$ cat config.mk
export PLATFORM = sky130hd
export DESIGN_NAME = sync_speed_probe
export DESIGN_NICKNAME = d
export VERILOG_FILES = /design/src/rtl/sprobe_pkg.sv /design/src/rtl/sprobe_line_sync.sv /design/src/rtl/sprobe_fsm.sv /design/src/rtl/sprobe_period.sv /design/src/rtl/sync_speed_probe.sv
export SDC_FILE = /design/constraint.sdc
export NUM_CORES = 1
export LEC_CHECK = 0
export BUFFER_PORTS_ARGS = -buffer_cell sky130_fd_sc_hd__buf_4
export CAP_MARGIN = 0
export CORE_MARGIN = 5
export CORE_UTILIZATION = 40
export DETAILED_ROUTE_END_ITERATION = 8
export PLACE_DENSITY = 0.65
export RECOVER_POWER = 50
export SLEW_MARGIN = 10
export SYNTH_ARGS = -nofsm -noshare
export SYNTH_HDL_FRONTEND = slang
export SYNTH_SLANG_ARGS = --single-unit
$ cat constraint.sdc
create_clock -name clk -period 3.4 [get_ports clk]
set_input_delay 0.68 -clock clk [delete_from_list [all_inputs] [get_ports clk]]
set_output_delay 0.68 -clock clk [all_outputs]
set_load 0.02 [all_outputs]
$ cat src/rtl/sprobe_pkg.sv
// Shared types for the sync pulse speed measurer.
package sprobe_pkg;
    typedef enum logic [2:0] {
        ST_IDLE,   // line released, waiting for start
        ST_REQ,    // host pulls the line low
        ST_SPD,    // host drives a short high speedup pulse
        ST_WAIT,   // line released, waiting for reply falling edge
        ST_MEAS    // timing the reply low pulse
    } probe_st_t;
endpackage

$ cat src/rtl/sprobe_line_sync.sv
// Two-flop synchronizer for the shared line, with falling-edge detection.
// Assumes the idle line is high, so all stages reset to 1 and no false edge
// is reported after reset.
module sprobe_line_sync (
    input  logic clk,
    input  logic rst_n,
    input  logic pin_i,
    output logic lvl_o,
    output logic fall_o
);
    logic s1_q, s2_q, s3_q;

    // Shift the asynchronous pin through the sync stages and one history stage.
    always_ff @(posedge clk) begin
        if (!rst_n) begin
            s1_q <= 1'b1;
            s2_q <= 1'b1;
            s3_q <= 1'b1;
        end else begin
            s1_q <= pin_i;
            s2_q <= s1_q;
            s3_q <= s2_q;
        end
    end

    // Level and high-to-low transition of the synchronized line.
    always_comb begin
        lvl_o  = s2_q;
        fall_o = s3_q & ~s2_q;
    end
endmodule

$ cat src/rtl/sprobe_fsm.sv
// Sequencer: issues the low request and the speedup pulse, releases the line,
// waits a bounded window for the reply, and counts reply low cycles.
// Assumes lvl_i/fall_i come from a synchronizer and that the *_CLKS values are >= 1.
module sprobe_fsm
    import sprobe_pkg::*;
#(
    parameter int REQ_CLKS = 128,
    parameter int SPD_CLKS = 1,
    parameter int TMO_CLKS = 1000,
    parameter int CNT_W    = 16
) (
    input  logic             clk,
    input  logic             rst_n,
    input  logic             start_i,
    input  logic             lvl_i,
    input  logic             fall_i,
    output logic             oe_o,
    output logic             drv_o,
    output logic             busy_o,
    output logic             done_o,
    output logic             tmo_o,
    output logic             cap_o,
    output logic [CNT_W-1:0] cnt_o
);
    localparam int MAX_T = (REQ_CLKS > TMO_CLKS) ?
                           ((REQ_CLKS > SPD_CLKS) ? REQ_CLKS : SPD_CLKS) :
                           ((TMO_CLKS > SPD_CLKS) ? TMO_CLKS : SPD_CLKS);
    localparam int TMR_W = $clog2(MAX_T + 1);
    localparam logic [TMR_W-1:0] REQ_LAST = TMR_W'(REQ_CLKS - 1);
    localparam logic [TMR_W-1:0] SPD_LAST = TMR_W'(SPD_CLKS - 1);
    localparam logic [TMR_W-1:0] TMO_LAST = TMR_W'(TMO_CLKS - 1);
    localparam logic [CNT_W-1:0] CNT_MAX  = '1;

    probe_st_t        st_q;
    logic [TMR_W-1:0] tmr_q;
    logic [CNT_W-1:0] cnt_q;
    logic             done_q, tmo_q;

    // Reply ends when the synchronized line reads high again during measurement.
    always_comb begin
        cap_o  = (st_q == ST_MEAS) && lvl_i;
        oe_o   = (st_q == ST_REQ) || (st_q == ST_SPD);
        drv_o  = (st_q == ST_SPD);
        busy_o = (st_q != ST_IDLE);
        done_o = done_q;
        tmo_o  = tmo_q;
        cnt_o  = cnt_q;
    end

    // State, phase timer, reply counter and status flags.
    always_ff @(posedge clk) begin
        if (!rst_n) begin
            st_q   <= ST_IDLE;
            tmr_q  <= '0;
            cnt_q  <= '0;
            done_q <= 1'b0;
            tmo_q  <= 1'b0;
        end else begin
            done_q <= 1'b0;
            case (st_q)
                ST_IDLE: begin
                    if (start_i) begin
                        st_q  <= ST_REQ;
                        tmr_q <= '0;
                        tmo_q <= 1'b0;
                    end
                end
                ST_REQ: begin
                    if (tmr_q == REQ_LAST) begin
                        st_q  <= ST_SPD;
                        tmr_q <= '0;
                    end else begin
                        tmr_q <= tmr_q + 1'b1;
                    end
                end
                ST_SPD: begin
                    if (tmr_q == SPD_LAST) begin
                        st_q  <= ST_WAIT;
                        tmr_q <= '0;
                    end else begin
                        tmr_q <= tmr_q + 1'b1;
                    end
                end
                ST_WAIT: begin
                    if (fall_i) begin
                        st_q  <= ST_MEAS;
                        cnt_q <= CNT_W'(1);
                    end else if (tmr_q == TMO_LAST) begin
                        st_q  <= ST_IDLE;
                        tmo_q <= 1'b1;
                    end else begin
                        tmr_q <= tmr_q + 1'b1;
                    end
                end
                ST_MEAS: begin
                    if (lvl_i) begin
                        st_q   <= ST_IDLE;
                        done_q <= 1'b1;
                    end else if (cnt_q != CNT_MAX) begin
                        cnt_q <= cnt_q + 1'b1;
                    end
                end
                default: st_q <= ST_IDLE;
            endcase
        end
    end
endmodule

$ cat src/rtl/sprobe_period.sv
// Result register: holds the reply low count and the rounded count/128.
// Assumes CNT_W >= 8; updates only on the capture strobe.
module sprobe_period #(
    parameter int CNT_W = 16,
    parameter int PER_W = CNT_W - 6
) (
    input  logic             clk,
    input  logic             rst_n,
    input  logic             cap_i,
    input  logic [CNT_W-1:0] cnt_i,
    output logic [CNT_W-1:0] low_cnt_o,
    output logic [PER_W-1:0] period_o
);
    localparam logic [CNT_W:0] HALF = (CNT_W+1)'(64);

    logic [CNT_W:0] sum;

    // Add half a divisor so the shift rounds to nearest.
    always_comb sum = {1'b0, cnt_i} + HALF;

    // Store count and period together when a reply completes.
    always_ff @(posedge clk) begin
        if (!rst_n) begin
            low_cnt_o <= '0;
            period_o  <= '0;
        end else if (cap_i) begin
            low_cnt_o <= cnt_i;
            period_o  <= sum[CNT_W:7];
        end
    end
endmodule

$ cat src/rtl/sync_speed_probe.sv
// Top of the sync pulse speed measurer. Derives the request length from the
// host and slowest target clock rates, and wires synchronizer, sequencer and
// result register together. Assumes an external open-drain pad with pull-up.
module sync_speed_probe #(
    parameter int HOST_KHZ     = 100000,
    parameter int MIN_TGT_KHZ  = 1000,
    parameter int SPEEDUP_CLKS = 1,
    parameter int TIMEOUT_CLKS = 100000,
    parameter int CNT_W        = 16,
    parameter int PER_W        = CNT_W - 6
) (
    input  logic             clk,
    input  logic             rst_n,
    input  logic             start_i,
    input  logic             line_i,
    output logic             line_oe_o,
    output logic             line_drv_o,
    output logic             busy_o,
    output logic             done_o,
    output logic             timeout_o,
    output logic [CNT_W-1:0] low_cnt_o,
    output logic [PER_W-1:0] bit_period_o
);
    localparam int REQ_CLKS = (128 * HOST_KHZ + MIN_TGT_KHZ - 1) / MIN_TGT_KHZ;

    logic             lvl, fall, cap;
    logic [CNT_W-1:0] cnt;

    sprobe_line_sync u_sync (
        .clk    (clk),
        .rst_n  (rst_n),
        .pin_i  (line_i),
        .lvl_o  (lvl),
        .fall_o (fall)
    );

    sprobe_fsm #(
        .REQ_CLKS (REQ_CLKS),
        .SPD_CLKS (SPEEDUP_CLKS),
        .TMO_CLKS (TIMEOUT_CLKS),
        .CNT_W    (CNT_W)
    ) u_fsm (
        .clk     (clk),
        .rst_n   (rst_n),
        .start_i (start_i),
        .lvl_i   (lvl),
        .fall_i  (fall),
        .oe_o    (line_oe_o),
        .drv_o   (line_drv_o),
        .busy_o  (busy_o),
        .done_o  (done_o),
        .tmo_o   (timeout_o),
        .cap_o   (cap),
        .cnt_o   (cnt)
    );

    sprobe_period #(
        .CNT_W (CNT_W),
        .PER_W (PER_W)
    ) u_per (
        .clk       (clk),
        .rst_n     (rst_n),
        .cap_i     (cap),
        .cnt_i     (cnt),
        .low_cnt_o (low_cnt_o),
        .period_o  (bit_period_o)
    );
endmodule

---- After elaboration in Yosys (flattened, before gate mapping) ----
Index checks and enable logic that the tools add are counted.
word-level totals
  bits of input ports ..................... 4
  logic and storage cells ................. 68
  flip-flop bits (word level) ............. 67
  output and inout port bits .............. 31
cells by class
  add/subtract/negate cells ............... 3
  mux-type cells .......................... 22
  equal/unequal tests ..................... 18
  bitwise logic cells ..................... 2
  reduce and logical (&&, ||, !) cells .... 13
operators with widths
  kind                                                    number
  2-to-1 mux 17 bit                                       5
  case mux 17 bit (4 select lines)                        1
  2-to-1 mux 16 bit                                       3
  case mux 16 bit (2 select lines)                        1
  2-to-1 mux 3 bit                                        6
  adder 16 x 7 -> 17 bit (second input constant)          1
  adder 17 x 1 -> 17 bit (second input constant)          1
  equality test 17 x 14 -> 1 bit (second input constant)  1
  equality test 17 bit (second input constant)            1
  logical NOT 17 bit                                      1
  adder 16 x 1 -> 16 bit (second input constant)          1
  != test 16 bit (second input constant)                  1
  != test 2 bit (second input constant)                   8
  case mux 3 bit (5 select lines)                         1
  AND reduction 4 bit                                     3
  equality test 3 x 2 -> 1 bit (second input constant)    2
  AND reduction 5 bit                                     1
  2-to-1 mux 1 bit                                        4
  != test 2 x 1 -> 1 bit (second input constant)          2
  nonzero test 2 bit                                      2
  nonzero test 4 bit                                      1
  equality test 3 x 1 -> 1 bit (second input constant)    1
  equality test 3 bit (second input constant)             1
  logical NOT 3 bit                                       1
  other kinds (8)                                         8

---- Longest topological paths before layout ----
Gate-level depths: netlist of run 1.
  depth in word-level cells ............... 4
  depth in mapped cells ................... 7
  mapped depth without buffers ............ 6

---- By module ----
From an unflattened synthesis of run 1, not the netlist that was laid out.
second synthesis, totals
  cells, all modules ...................... 374
  area, all modules ....................... 3321.9 µm²
modules (own cells, without submodules)
  module            times used  cells each  area an instance (µm²)  sequential area each (µm²)
  sprobe_fsm        1           258         2114.5                  760.7
  sprobe_period     1           109         1122.3                  520.5
  sprobe_line_sync  1           7           85.1                    60.1

---- Least setup slack after synthesis of run 1 ----
Ideal clock, no wire load.
  path kind ............................... register to register
  from .................................... reg u_fsm.cnt_q[6] (netlist: u_fsm.cnt_o[6])
  to ...................................... reg u_fsm.cnt_q[7] (netlist: u_fsm.cnt_o[7])
  cell stages (with the launch flop) ...... 8
  clock period less this slack ............ 2.070 ns
  setup time .............................. 0.071 ns
  slack ................................... 1.330 ns
  path buffers ............................ 1
  required time ........................... 3.329 ns
  arrival time ............................ 1.999 ns
  cells stage by stage .................... dfxtp_1 -> ha_1 -> and3_1 -> and4_1 -> clkbuf_1 -> a2111o_1 -> or3_1 -> a21oi_1
on the way
  cells in the longest elaborated chain, start to end .. 4
  elaborated cells on any way between the ends .. 7
  those cells by class .................... add/sub (1); eq/ne (2); mux (3); reduce/logical (1)
ends and longest elaborated chain
  what                              RTL line           RTL
  start: declaration                sprobe_fsm.sv:36   logic [CNT_W-1:0] cnt_q;
  start signal: assignment          sprobe_fsm.sv:100  cnt_q <= cnt_q + 1'b1;
  adder 16 x 1 -> 16 bit            sprobe_fsm.sv:100
  2-to-1 mux 16 bit                 sprobe_fsm.sv:99   end else if (cnt_q != CNT_MAX) begin
  2-to-1 mux 16 bit                 sprobe_fsm.sv:96   if (lvl_i) begin
  case mux 16 bit (2 select lines)  sprobe_fsm.sv:60   case (st_q)
Parallel ways exist; a longest one is shown, timed or not. The select of a mux whose other input is x is not followed.
A chain may end at the register's enable or synchronous reset.

---- Final worst setup path of run 1 ----
  from .................................... reg u_fsm.st_q[2]
  to ...................................... reg u_fsm.cnt_q[15] (netlist: u_fsm.cnt_o[15])
on the way
  cells in the longest elaborated chain, start to end .. 3
  elaborated cells on any way between the ends .. 8
  those cells by class .................... eq/ne (5); mux (1); reduce/logical (2)
ends and longest elaborated chain
  what                                                                 RTL line          RTL
  start: declaration                                                   sprobe_fsm.sv:34  probe_st_t st_q;
  start signal: assignment                                             sprobe_fsm.sv:53  st_q <= ST_IDLE;
  start signal: assignment                                             sprobe_fsm.sv:63  st_q <= ST_REQ;
  start signal: assignment                                             sprobe_fsm.sv:70  st_q <= ST_SPD;
  equality test 3 bit or equality test 3 x 2 -> 1 bit (tied branches)  sprobe_fsm.sv:60
  != test 2 bit (no line) or nonzero test 2 bit (tied branches)        -
  AND reduction 4 bit (no line)                                        -
Parallel ways exist; a longest one is shown, timed or not.

==> flow_summary_export.csv, run 1 <==
group,metric,value,unit
outcome,status,"finished clean",
cells_and_area,nFillCells,801,
detailed_routing,wl_per_cell,13.7,um
logic_synthesis,synth_enable_flop_cells,0,
timing,layout_min_cycle_time,2.38,ns
logic_synthesis,syn-cell-area,3140,um^2
logic_synthesis,synth_area_leaders,"dfxtp_1 (43%), nand2_1 (5.7%), a21oi_1 (5.3%)",
worst_setup_path,cp_cell_sequence,"or3b_1 -> a21o_1 -> a2111o_1 -> or3_1 -> a21oi_1",
detailed_routing,drc,0,
clocking,cts_tree,"built",
pwr,switching_share,21.7,%
die,fp.dieArea,9720,um^2
cells_and_area,design_area,3570,um^2
pwr,p_leak,1.13,nW
grt,antenna_found_initial,0,
pwr,clock_power_share,47.4,%
timing,fin_skew,0.0103,ns
timing,fin_tns_setup,0,ns
worst_setup_path,critPathBufInv,0,
pwr,p_seq_share,49.3,%
placement,place.port_buffers,34,
worst_setup_path,cp_num_cells,5,
die,core-area,7690,um^2
logic_synthesis,synthCells,382,
detailed_routing,routed_wl,7060,um
timing,tightestPinTransition,1.32,ns
min_path,hold_class,"register to register",
placement,dp.cells,500,
detailed_routing,firstDrtPassIters,4,
clocking,post_cts_buffers,0,
worst_setup_path,worstPathArrival,2.64,ns
timing,period_share,69.9,%
logic_synthesis,yosysTopAreaCellShare,42.7,%
grt,grt_pass1_vias,2681,
pwr,powerDensity,451,nW/um^2
die,boundaryPins,35,
logic_synthesis,yosysSeqAreaShare,42.7,%
clocking,cts_hold_buf,0,
logic_synthesis,synth_fp_nets,390,
timing,fmax,0.421,GHz
clocking,cts.clk_slew.worst_paths,0.07,ns
timing,rsz0062_at_grt,"no",
placement,place_congestion,0.832,
worst_setup_path,critPathKind,"register to register",
grt,grt_pass1_wl,12000,um
clocking,cts_buffers,9,
cells_and_area,syn_to_final_growth,13.9,%
die,die_y,98.6,um
pwr,switchingPower,0.349,mW
worst_setup_path,path_max_fanout,14,
worst_setup_path,regToRegSetupSlack,1.02,ns
clocking,cts_sinks,67,
timing,hold_viol_final,0,
logic_synthesis,yosys_warnings,0,
job,cap_violations,0,
detailed_routing,vias,2802,
logic_synthesis,yosys_most_used_dff,"dfxtp_1",
pwr,intPower,1.26,mW
logic_synthesis,syn_area_per_cell,8.22,um^2
worst_setup_path,worst_r2r_path_depth,5,
grt,grt_use_total,14.7,%
worst_setup_path,critPathTopFamily,"compound AO/OA/AOI/OAI gates",
worst_setup_path,critPathCaptureType,"register",
pwr,fin_total_pwr,1.61,mW
grt,grt-ovfl-total,0,
clocking,ctsRootBufferMaster,"clkbuf_8",
placement,hpwl,5000,um
worst_setup_path,cp.required,3.66,ns
clocking,cts_buffer_depth,2,
cells_and_area,stdcell_count,516,
pwr,ir_drop,205,uV
worst_setup_path,start_kind,"register",
clocking,clock_latency,0.34,ns
logic_synthesis,async_flop_share,0,%
detailed_routing,viasPerCell,5.43,
cells_and_area,n_antenna_cell,0,
placement,dpl_cell_area,3450,um^2
die,initial_core_util,40.8,%
clocking,htree_levels,3,
die,rows,32,
logic_synthesis,synth.distinct_cells,52,
worst_setup_path,cpPeakStageDelay,0.59,ns
cells_and_area,nNetsFinal,417,
timing,slew_viol_final,0,
timing,setup-violations-final,0,
pwr,power_frac_comb,3.3,%
clocking,post_cts_resized,0,
cells_and_area,drive_gt1_share,7.73,%
worst_setup_path,crit_slowest_cell,"dfxtp_1",
timing,timing.slew.headroom,11.9,%
detailed_routing,ant_nets,0,
die,die_x,98.6,um
logic_synthesis,ys_seq_elements,67,
grt,grt_max_degree,35,
logic_synthesis,yosysTopAreaCell,"dfxtp_1",
detailed_routing,drtIter0Drc,98,
min_path,holdPathStages,1,
==> state kept, by name (all words and copies together), names as in the netlist <==
register         count
u_fsm.cnt_o         16
u_fsm.done_o         1
u_fsm.st_q           3
u_fsm.tmo_o          1
u_fsm.tmr_q         17
u_per.low_cnt_o     16
u_per.period_o      10
u_sync.lvl_o         1
u_sync.s1_q          1
u_sync.s3_q          1
==> final cells by class <==
| class | instances | area (um^2) | area share (%) |
|---|---|---|---|
| inverters | 13 | 48.8 | 1.37 |
| clock buffers | 11 | 151 | 4.24 |
| clock inverters | 5 | 83.8 | 2.35 |
| repair buffers | 38 | 173 | 4.83 |
| well taps | 102 | 128 | 3.57 |
| flip-flops and latches | 67 | 1340 | 37.5 |
| multi-input cells | 280 | 1650 | 46.1 |
==> synth_stat cells (9+ instances only) <==
| cell | number |
|---|---|
| or3_1 | 10 |
| o21ai_0 | 9 |
| dfxtp_1 | 67 |
| inv_1 | 13 |
| nand3_1 | 13 |
| nand4_1 | 11 |
| nor3_1 | 9 |
| xor2_1 | 9 |
| nor4_1 | 9 |
| xnor2_1 | 16 |
| nor2_1 | 40 |
| nand2_1 | 48 |
| a211oi_1 | 13 |
| clkbuf_1 | 16 |
| a21oi_1 | 33 |
==> stage by stage <==
step | utilization [%] | hold WS, ns | worst slack, ns
after floorplan | - | 0.386 | 1.33
after global placement | 44.9 | 0.389 | 1.17
after detailed placement | 44.9 | 0.398 | 1.09
after CTS | 48.0 | 0.424 | 1.07
after global routing | 46.5 | 0.436 | 0.732
final | 46.5 | 0.421 | 1.02
==> layer usage <==
layer / track usage (%) / wire [um]
met1: 17.6 / 3210
met2: 25.6 / 3470
met5: 0 / 0
met3: 4.39 / 253
met4: 3.99 / 125
==> cell usage in the layout, fill, tap and decap left out, drive strengths merged, types with 4 or more instances in the layout <==
cell type and n:
ha 4, nand2b 7, nand3 13, nand2 48, nor4 10, nor2 40
o21ai 10, buf 8, or3 10, xnor2 16, nand4 11, inv 14
clkbuf 41, xor2 9, and3 7, nor3 9, dfxtp 67, a211oi 13
a21oi 33
==> cells by family (layout without fill, tap and decap cells) <==
logic type | after synthesis | after routing | share of synthesized area [%]
simple gates | 169 | 169 | 26.6
compound gates | 79 | 79 | 16.5
flops | 67 | 67 | 42.7
buf+inv | 35 | 67 | 4.66
xor+xnor | 25 | 25 | 6.97
fa+ha+maj | 4 | 4 | 1.59
mux | 3 | 3 | 0.957
==> power groups by stage <==
stage | clock network [mW] | registers, mW | logic, mW
finish | 0.764 | 0.793 | 0.0531
global placement | 0 | 0.812 | 0.0532
CTS | 0.786 | 0.793 | 0.0546
global route | 0.814 | 0.794 | 0.0593
detailed placement | 0 | 0.812 | 0.0544
floorplan | 0 | 0.809 | 0.0400
==> final timing paths <==
path / endpoint / startpoint
max: u_fsm.cnt_o[15]$_SDFFE_PN0P_ / u_fsm.st_q[2]$_SDFFE_PN0P_
min: u_sync.lvl_o$_SDFF_PN1_ / u_sync.s1_q$_SDFF_PN1_
max reg2reg: u_fsm.cnt_o[15]$_SDFFE_PN0P_ / u_fsm.st_q[2]$_SDFFE_PN0P_
min reg2reg: u_sync.lvl_o$_SDFF_PN1_ / u_sync.s1_q$_SDFF_PN1_
==> worst register-to-register path, cell delays in order, from the launching register on <==
cell and delay, ns:
dfxtp_1 0.59, or3b_1 0.46, a21o_1 0.25, a2111o_1 0.49, or3_1 0.35, a21oi_1 0.17
Note: power is estimated with default switching activity, not from simulation.
==> run 2, diff against run 1 <==
==> constraint.sdc (replaced) <==
create_clock -name clk -period 2.2 [get_ports clk]
set_input_delay 0.44 -clock clk [delete_from_list [all_inputs] [get_ports clk]]
set_output_delay 0.44 -clock clk [all_outputs]
set_load 0.02 [all_outputs]
==> flow_summary_export.csv, run 2 (synthesis results as in run 1) <==
group,metric,value,unit
outcome,status,"finished clean",
worst_setup_path,path_max_fanout,12,
worst_setup_path,start_kind,"register",
timing,fin_skew,0.0108,ns
pwr,ir_drop,338,uV
timing,tightestPinTransition,0.851,ns
grt,grt_max_degree,35,
detailed_routing,drtIter0Drc,109,
clocking,cts_tree,"built",
worst_setup_path,regToRegSetupSlack,0.13,ns
min_path,hold_class,"input pin to register",
cells_and_area,layout_common_cells,"dfxtp_1 (67), nand2_1 (48), nor2_1 (40)",
timing,layout_min_cycle_time,2.07,ns
detailed_routing,ant_nets,0,
timing,fmax,0.484,GHz
worst_setup_path,critPathCaptureType,"register",
grt,grt_pass1_wl,12400,um
worst_setup_path,reg2reg_from,"u_fsm.st_q[0]$_SDFFE_PN0P_",
clocking,cts_sinks,67,
grt,grt_pass1_vias,2696,
cells_and_area,drive_gt1_share,9.72,%
clocking,cts.clk_slew.worst_paths,0.07,ns
cells_and_area,n_antenna_cell,0,
cells_and_area,largest_register,"u_fsm.tmr_q",
detailed_routing,drc,0,
job,cap_violations,0,
cells_and_area,largest_register_ffs,17,
clocking,cts_buffers,9,
grt,grt-ovfl-total,0,
detailed_routing,wl_per_cell,14.0,um
die,boundaryPins,35,
timing,slew_viol_final,0,
cells_and_area,nNetsFinal,426,
grt,antenna_found_initial,0,
pwr,fin_total_pwr,2.24,mW
timing,timing.slew.headroom,43.3,%
timing,hold_viol_final,0,
clocking,clock_latency,0.34,ns
clocking,cts_buffer_depth,2,
timing,period_share,94.0,%
detailed_routing,routed_wl,7320,um
die,die_y,98.6,um
clocking,htree_levels,3,
placement,place_congestion,0.862,
grt,grt_use_total,15.5,%
cells_and_area,nFillCells,810,
cells_and_area,syn_to_final_growth,14.8,%
cells_and_area,layout_commonest_cell,"dfxtp_1",
placement,place.port_buffers,34,
clocking,post_cts_buffers,0,
pwr,p_leak,1.16,nW
timing,fin_tns_setup,0,ns
detailed_routing,firstDrtPassIters,4,
worst_setup_path,cp.required,2.48,ns
die,initial_core_util,40.8,%
placement,hpwl,5140,um
pwr,powerDensity,622,nW/um^2
detailed_routing,viasPerCell,5.35,
detailed_routing,vias,2805,
die,die_x,98.6,um
timing,setup-violations-final,0,
die,fp.dieArea,9720,um^2
die,rows,32,
clocking,ctsRootBufferMaster,"clkbuf_8",
worst_setup_path,worstPathArrival,2.34,ns
min_path,hp-start,"line_i",
worst_setup_path,crit_start,"u_fsm.st_q[0]$_SDFFE_PN0P_",
timing,rsz0062_at_grt,"no",
worst_setup_path,critPathKind,"register to register",
die,core-area,7690,um^2
## run 2: changes by cell type in the layout (fill, tap and decap cells not counted), sizes merged
| cell | change |
|---|---|
| clkbuf | +1 |
| inv | -1 |
| clkinv | +1 |
| a2111o | +1 |
| bufinv | -2 |
| buf | +8 |
## run 2: where the power goes
group          switching [mW]  internal [mW]
registers             0.00772           1.22
logic                  0.0568         0.0320
clock network           0.462          0.467
## run 2: stage by stage
step	util (%)	setup slack (ns)	instance area, um^2	hold slack [ns]	std cells
after floorplan	-	0.130	3140	0.386	382
after global placement	45.7	0.174	3510	0.389	508
after detailed placement	45.7	0.112	3510	0.396	508
after CTS	48.0	0.0821	3690	0.260	523
after global routing	46.9	0.0362	3600	0.278	524
final	46.9	0.132	3600	0.281	524
## run 2: layout make-up
type / count / area (um^2) / share of cell area [%]
Sequential cell: 67 / 1340 / 37.2
Clock inverter: 3 / 23.8 / 0.659
Tap cell: 102 / 128 / 3.54
Inverter: 13 / 48.8 / 1.35
Timing Repair Buffer: 46 / 233 / 6.46
Multi-Input combinational cell: 281 / 1680 / 46.5
Clock buffer: 12 / 155 / 4.30
## run 2: worst paths after layout
check / endpoint / cells after the start
setup / recovery: u_fsm.cnt_o[13]$_SDFFE_PN0P_ / 5
hold / removal: u_sync.s1_q$_SDFF_PN1_ / 2
setup reg to reg: u_fsm.cnt_o[13]$_SDFFE_PN0P_ / 5
hold reg to reg: u_sync.lvl_o$_SDFF_PN1_ / 1
## run 2: timing repair
| item | in CTS | in global routing |
|---|---|---|
| resized for setup | 0 | 3 |
| hold buffers | 0 | 0 |
| setup endpoints to repair | 0 | 4 |
## run 2: worst max-delay path: stages, from the launching register on
cell,delay [ns]
dfxtp_1,0.42
or3b_4,0.48
a21o_1,0.21
a2111o_1,0.42
or3_1,0.34
a21oi_1,0.14
## run 2: per-layer routing
layer	vias to the layer above	track usage, %	part of all wire [%]
li1	1420	-	-
met1	1331	17.9	45
met2	44	26.8	50
met3	10	5.52	3.7
met4	0	4.73	1.4
met5	-	0	0
==> run 3, diff against run 2 <==
--- a/config.mk
+++ b/config.mk
@@ -5,6 +5,7 @@
 export SDC_FILE = /design/constraint.sdc
 export NUM_CORES = 1
 export LEC_CHECK = 0
+export ABC_AREA = 1
 export BUFFER_PORTS_ARGS = -buffer_cell sky130_fd_sc_hd__buf_4
 export CAP_MARGIN = 0
 export CORE_MARGIN = 5
@@ -16,3 +17,4 @@
 export SYNTH_ARGS = -nofsm -noshare
 export SYNTH_HDL_FRONTEND = slang
 export SYNTH_SLANG_ARGS = --single-unit
+export TNS_END_PERCENT = 1
==> flow_summary_export.csv, run 3 <==
group,metric,value,unit
timing,fin_tns_setup,0,ns
timing,setup-violations-final,0,
pwr,switchingPower,0.907,mW
detailed_routing,routed_wl,8520,um
logic_synthesis,ys_seq_elements,67,
cells_and_area,nNetsFinal,564,
pwr,power_frac_comb,19.3,%
logic_synthesis,synth_area_leaders,"dfxtp_1 (39%), nand2_1 (15%), nor2_1 (8.5%)",
clocking,cts_hold_buf,0,
detailed_routing,drc,0,
clocking,htree_levels,3,
worst_setup_path,cp_cell_sequence,"inv_1 -> nand2_1 -> nor2_1 -> or2_2 -> buf_4",
placement,dpl_cell_area,3760,um^2
worst_setup_path,critPathCaptureType,"output port",
detailed_routing,viasPerCell,5.05,
outcome,status,"finished clean",
clocking,cts_sinks,67,
timing,slew_viol_final,0,
grt,antenna_found_initial,0,
placement,place.port_buffers,34,
timing,hold_viol_final,0,
clocking,cts.clk_slew.worst_paths,0.08,ns
logic_synthesis,yosys_most_used_dff,"dfxtp_1",
worst_setup_path,crit_slowest_cell,"dfxtp_1",
timing,tightestPinTransition,0.466,ns
pwr,clock_power_share,36.6,%
logic_synthesis,synthCells,515,
worst_setup_path,cpPeakStageDelay,0.50,ns
cells_and_area,largest_register_ffs,17,
timing,timing.slew.headroom,68.9,%
pwr,p_leak,1.63,nW
detailed_routing,firstDrtPassIters,5,
pwr,p_seq_share,44.2,%
cells_and_area,largest_register,"u_fsm.tmr_q",
logic_synthesis,async_flop_share,0,%
pwr,switching_share,31.4,%
logic_synthesis,yosysSeqAreaShare,39.3,%
pwr,intPower,1.98,mW
cells_and_area,design_area,3890,um^2
logic_synthesis,yosys_warnings,0,
worst_setup_path,start_kind,"register",
grt,grt_pass1_wl,14100,um
die,rows,33,
clocking,cts_buffer_depth,2,
cells_and_area,drive_gt1_share,9.80,%
timing,period_share,95.9,%
logic_synthesis,synth_enable_flop_cells,0,
timing,layout_min_cycle_time,2.11,ns
clocking,clock_latency,0.35,ns
cells_and_area,layout_common_cells,"nand2_1 (133), nor2_1 (77), dfxtp_1 (67)",
detailed_routing,drtIter0Drc,173,
logic_synthesis,syn_area_per_cell,6.64,um^2
die,core-area,8260,um^2
logic_synthesis,syn-cell-area,3420,um^2
logic_synthesis,synth.distinct_cells,35,
pwr,ir_drop,324,uV
clocking,cts_buffers,9,
cells_and_area,layout_commonest_cell,"nand2_1",
die,die_y,102,um
grt,grt_pass1_vias,3075,
die,initial_core_util,41.4,%
timing,fmax,0.474,GHz
logic_synthesis,synthTopCellsByCount,"nand2_1 (133), nor2_1 (77), dfxtp_1 (67)",
die,boundaryPins,35,
logic_synthesis,synth_most_common_cell,"nand2_1",
cells_and_area,syn_to_final_growth,14.0,%
detailed_routing,vias,3364,
worst_setup_path,critPathKind,"register to output port",
placement,hpwl,6180,um
grt,grt-ovfl-total,0,
pwr,powerDensity,740,nW/um^2
worst_setup_path,worst_r2r_path_depth,11,
die,die_x,102,um
timing,rsz0062_at_grt,"no",
detailed_routing,wl_per_cell,12.8,um
worst_setup_path,worstPathArrival,1.67,ns
clocking,ctsRootBufferMaster,"clkbuf_8",
grt,grt_use_total,17.2,%
clocking,cts_tree,"built",
logic_synthesis,yosysTopAreaCell,"dfxtp_1",
cells_and_area,final_util,47.2,%
min_path,hold_class,"input pin to register",
job,cap_violations,0,
min_path,holdPathStages,2,
worst_setup_path,path_max_fanout,6,
placement,place_congestion,0.894,
grt,grt_max_degree,41,
detailed_routing,ant_nets,0,
timing,fin_skew,0.00984,ns
cells_and_area,n_antenna_cell,0,
die,fp.dieArea,10500,um^2
logic_synthesis,synth_fp_nets,523,
worst_setup_path,cp.required,1.76,ns
logic_synthesis,yosysTopAreaCellShare,39.3,%
run 3: cell types whose count changed in the layout (fill, tap and decap cells not counted), sizes merged, moves of 10 or more:
cell and change:
nand2 +90, nor4 -10, nor2 +44, nand3 +19, xnor2 -15, a211oi -13, or3 -10, inv +49
o21ai +24
run 3: cell type report:
cell class,count,area (um^2)
clock buffer,10,138
clock inverter,6,63.8
fill,865,4360
inverter,63,243
multi-input combinational,371,1750
sequential,67,1340
tap,105,131
timing repair buffer,44,225
run 3: metal layers:
metal | share of wire, % | wire (um) | global-route usage, %
met5 | 0 | 0 | 0
met4 | 1.8 | 151 | 6.05
met3 | 4.7 | 403 | 4.78
met2 | 48 | 4050 | 28.6
met1 | 46 | 3910 | 21.3
run 3: cell families (layout without fill, tap and decap cells):
| logic type | Yosys count | count (layout) | synth area share, % |
|---|---|---|---|
| DFF | 67 | 67 | 39.3 |
| and+or+nand+nor | 280 | 280 | 35.4 |
| buffers and inverters | 77 | 123 | 9.52 |
| adders and majority gates | 4 | 4 | 1.46 |
| xor gates and xnor gates | 8 | 8 | 2.05 |
| AOI/OAI and AO/OA | 79 | 79 | 12.3 |
run 3: final timing paths:
check                                                  from                            to  slack, ns
worst min-delay path                                 line_i        u_sync.s1_q$_SDFF_PN1_       0.28
worst min register to register       u_sync.s1_q$_SDFF_PN1_       u_sync.lvl_o$_SDFF_PN1_       0.42
worst max-delay path             u_fsm.st_q[2]$_SDFFE_PN0P_                     line_oe_o       0.09
worst max register to register  u_fsm.cnt_o[7]$_SDFFE_PN0P_  u_fsm.cnt_o[13]$_SDFFE_PN0P_       0.18
run 3: power by group through the flow:
stage,logic [mW],registers (mW),clock network [mW]
6_report,0.556,1.27,1.05
5_1_grt,0.620,1.28,1.15
4_1_cts,0.559,1.27,1.08
3_5_place_dp,0.558,1.30,0
3_3_place_gp,0.557,1.30,0
2_1_floorplan,0.431,1.30,0
run 3: worst max-delay path, delay by kind of cell (launching register included):
| family | cells | cell delay [ns] |
|---|---|---|
| AND/OR/NAND/NOR | 3 | 0.53 |
| buffers and inverters | 2 | 0.29 |
| flip-flops | 1 | 0.50 |
run 3: timing repair:
| item | 4_1_cts | 5_1_grt |
|---|---|---|
| gates resized for setup | 0 | 2 |
| buffers inserted | 0 | 4 |
| setup endpoints to repair | 0 | 11 |
run 3: through the flow:
step	worst slack (ns)	total power, mW	hold WS (ns)	std cells
6_report	0.0905	2.88	0.283	666
4_1_cts	0.0818	2.91	0.265	662
3_5_place_dp	0.117	1.86	0.412	646
3_3_place_gp	0.109	1.85	0.404	646
2_1_floorplan	0.543	1.73	0.393	515
5_1_grt	0.0105	3.05	0.263	666
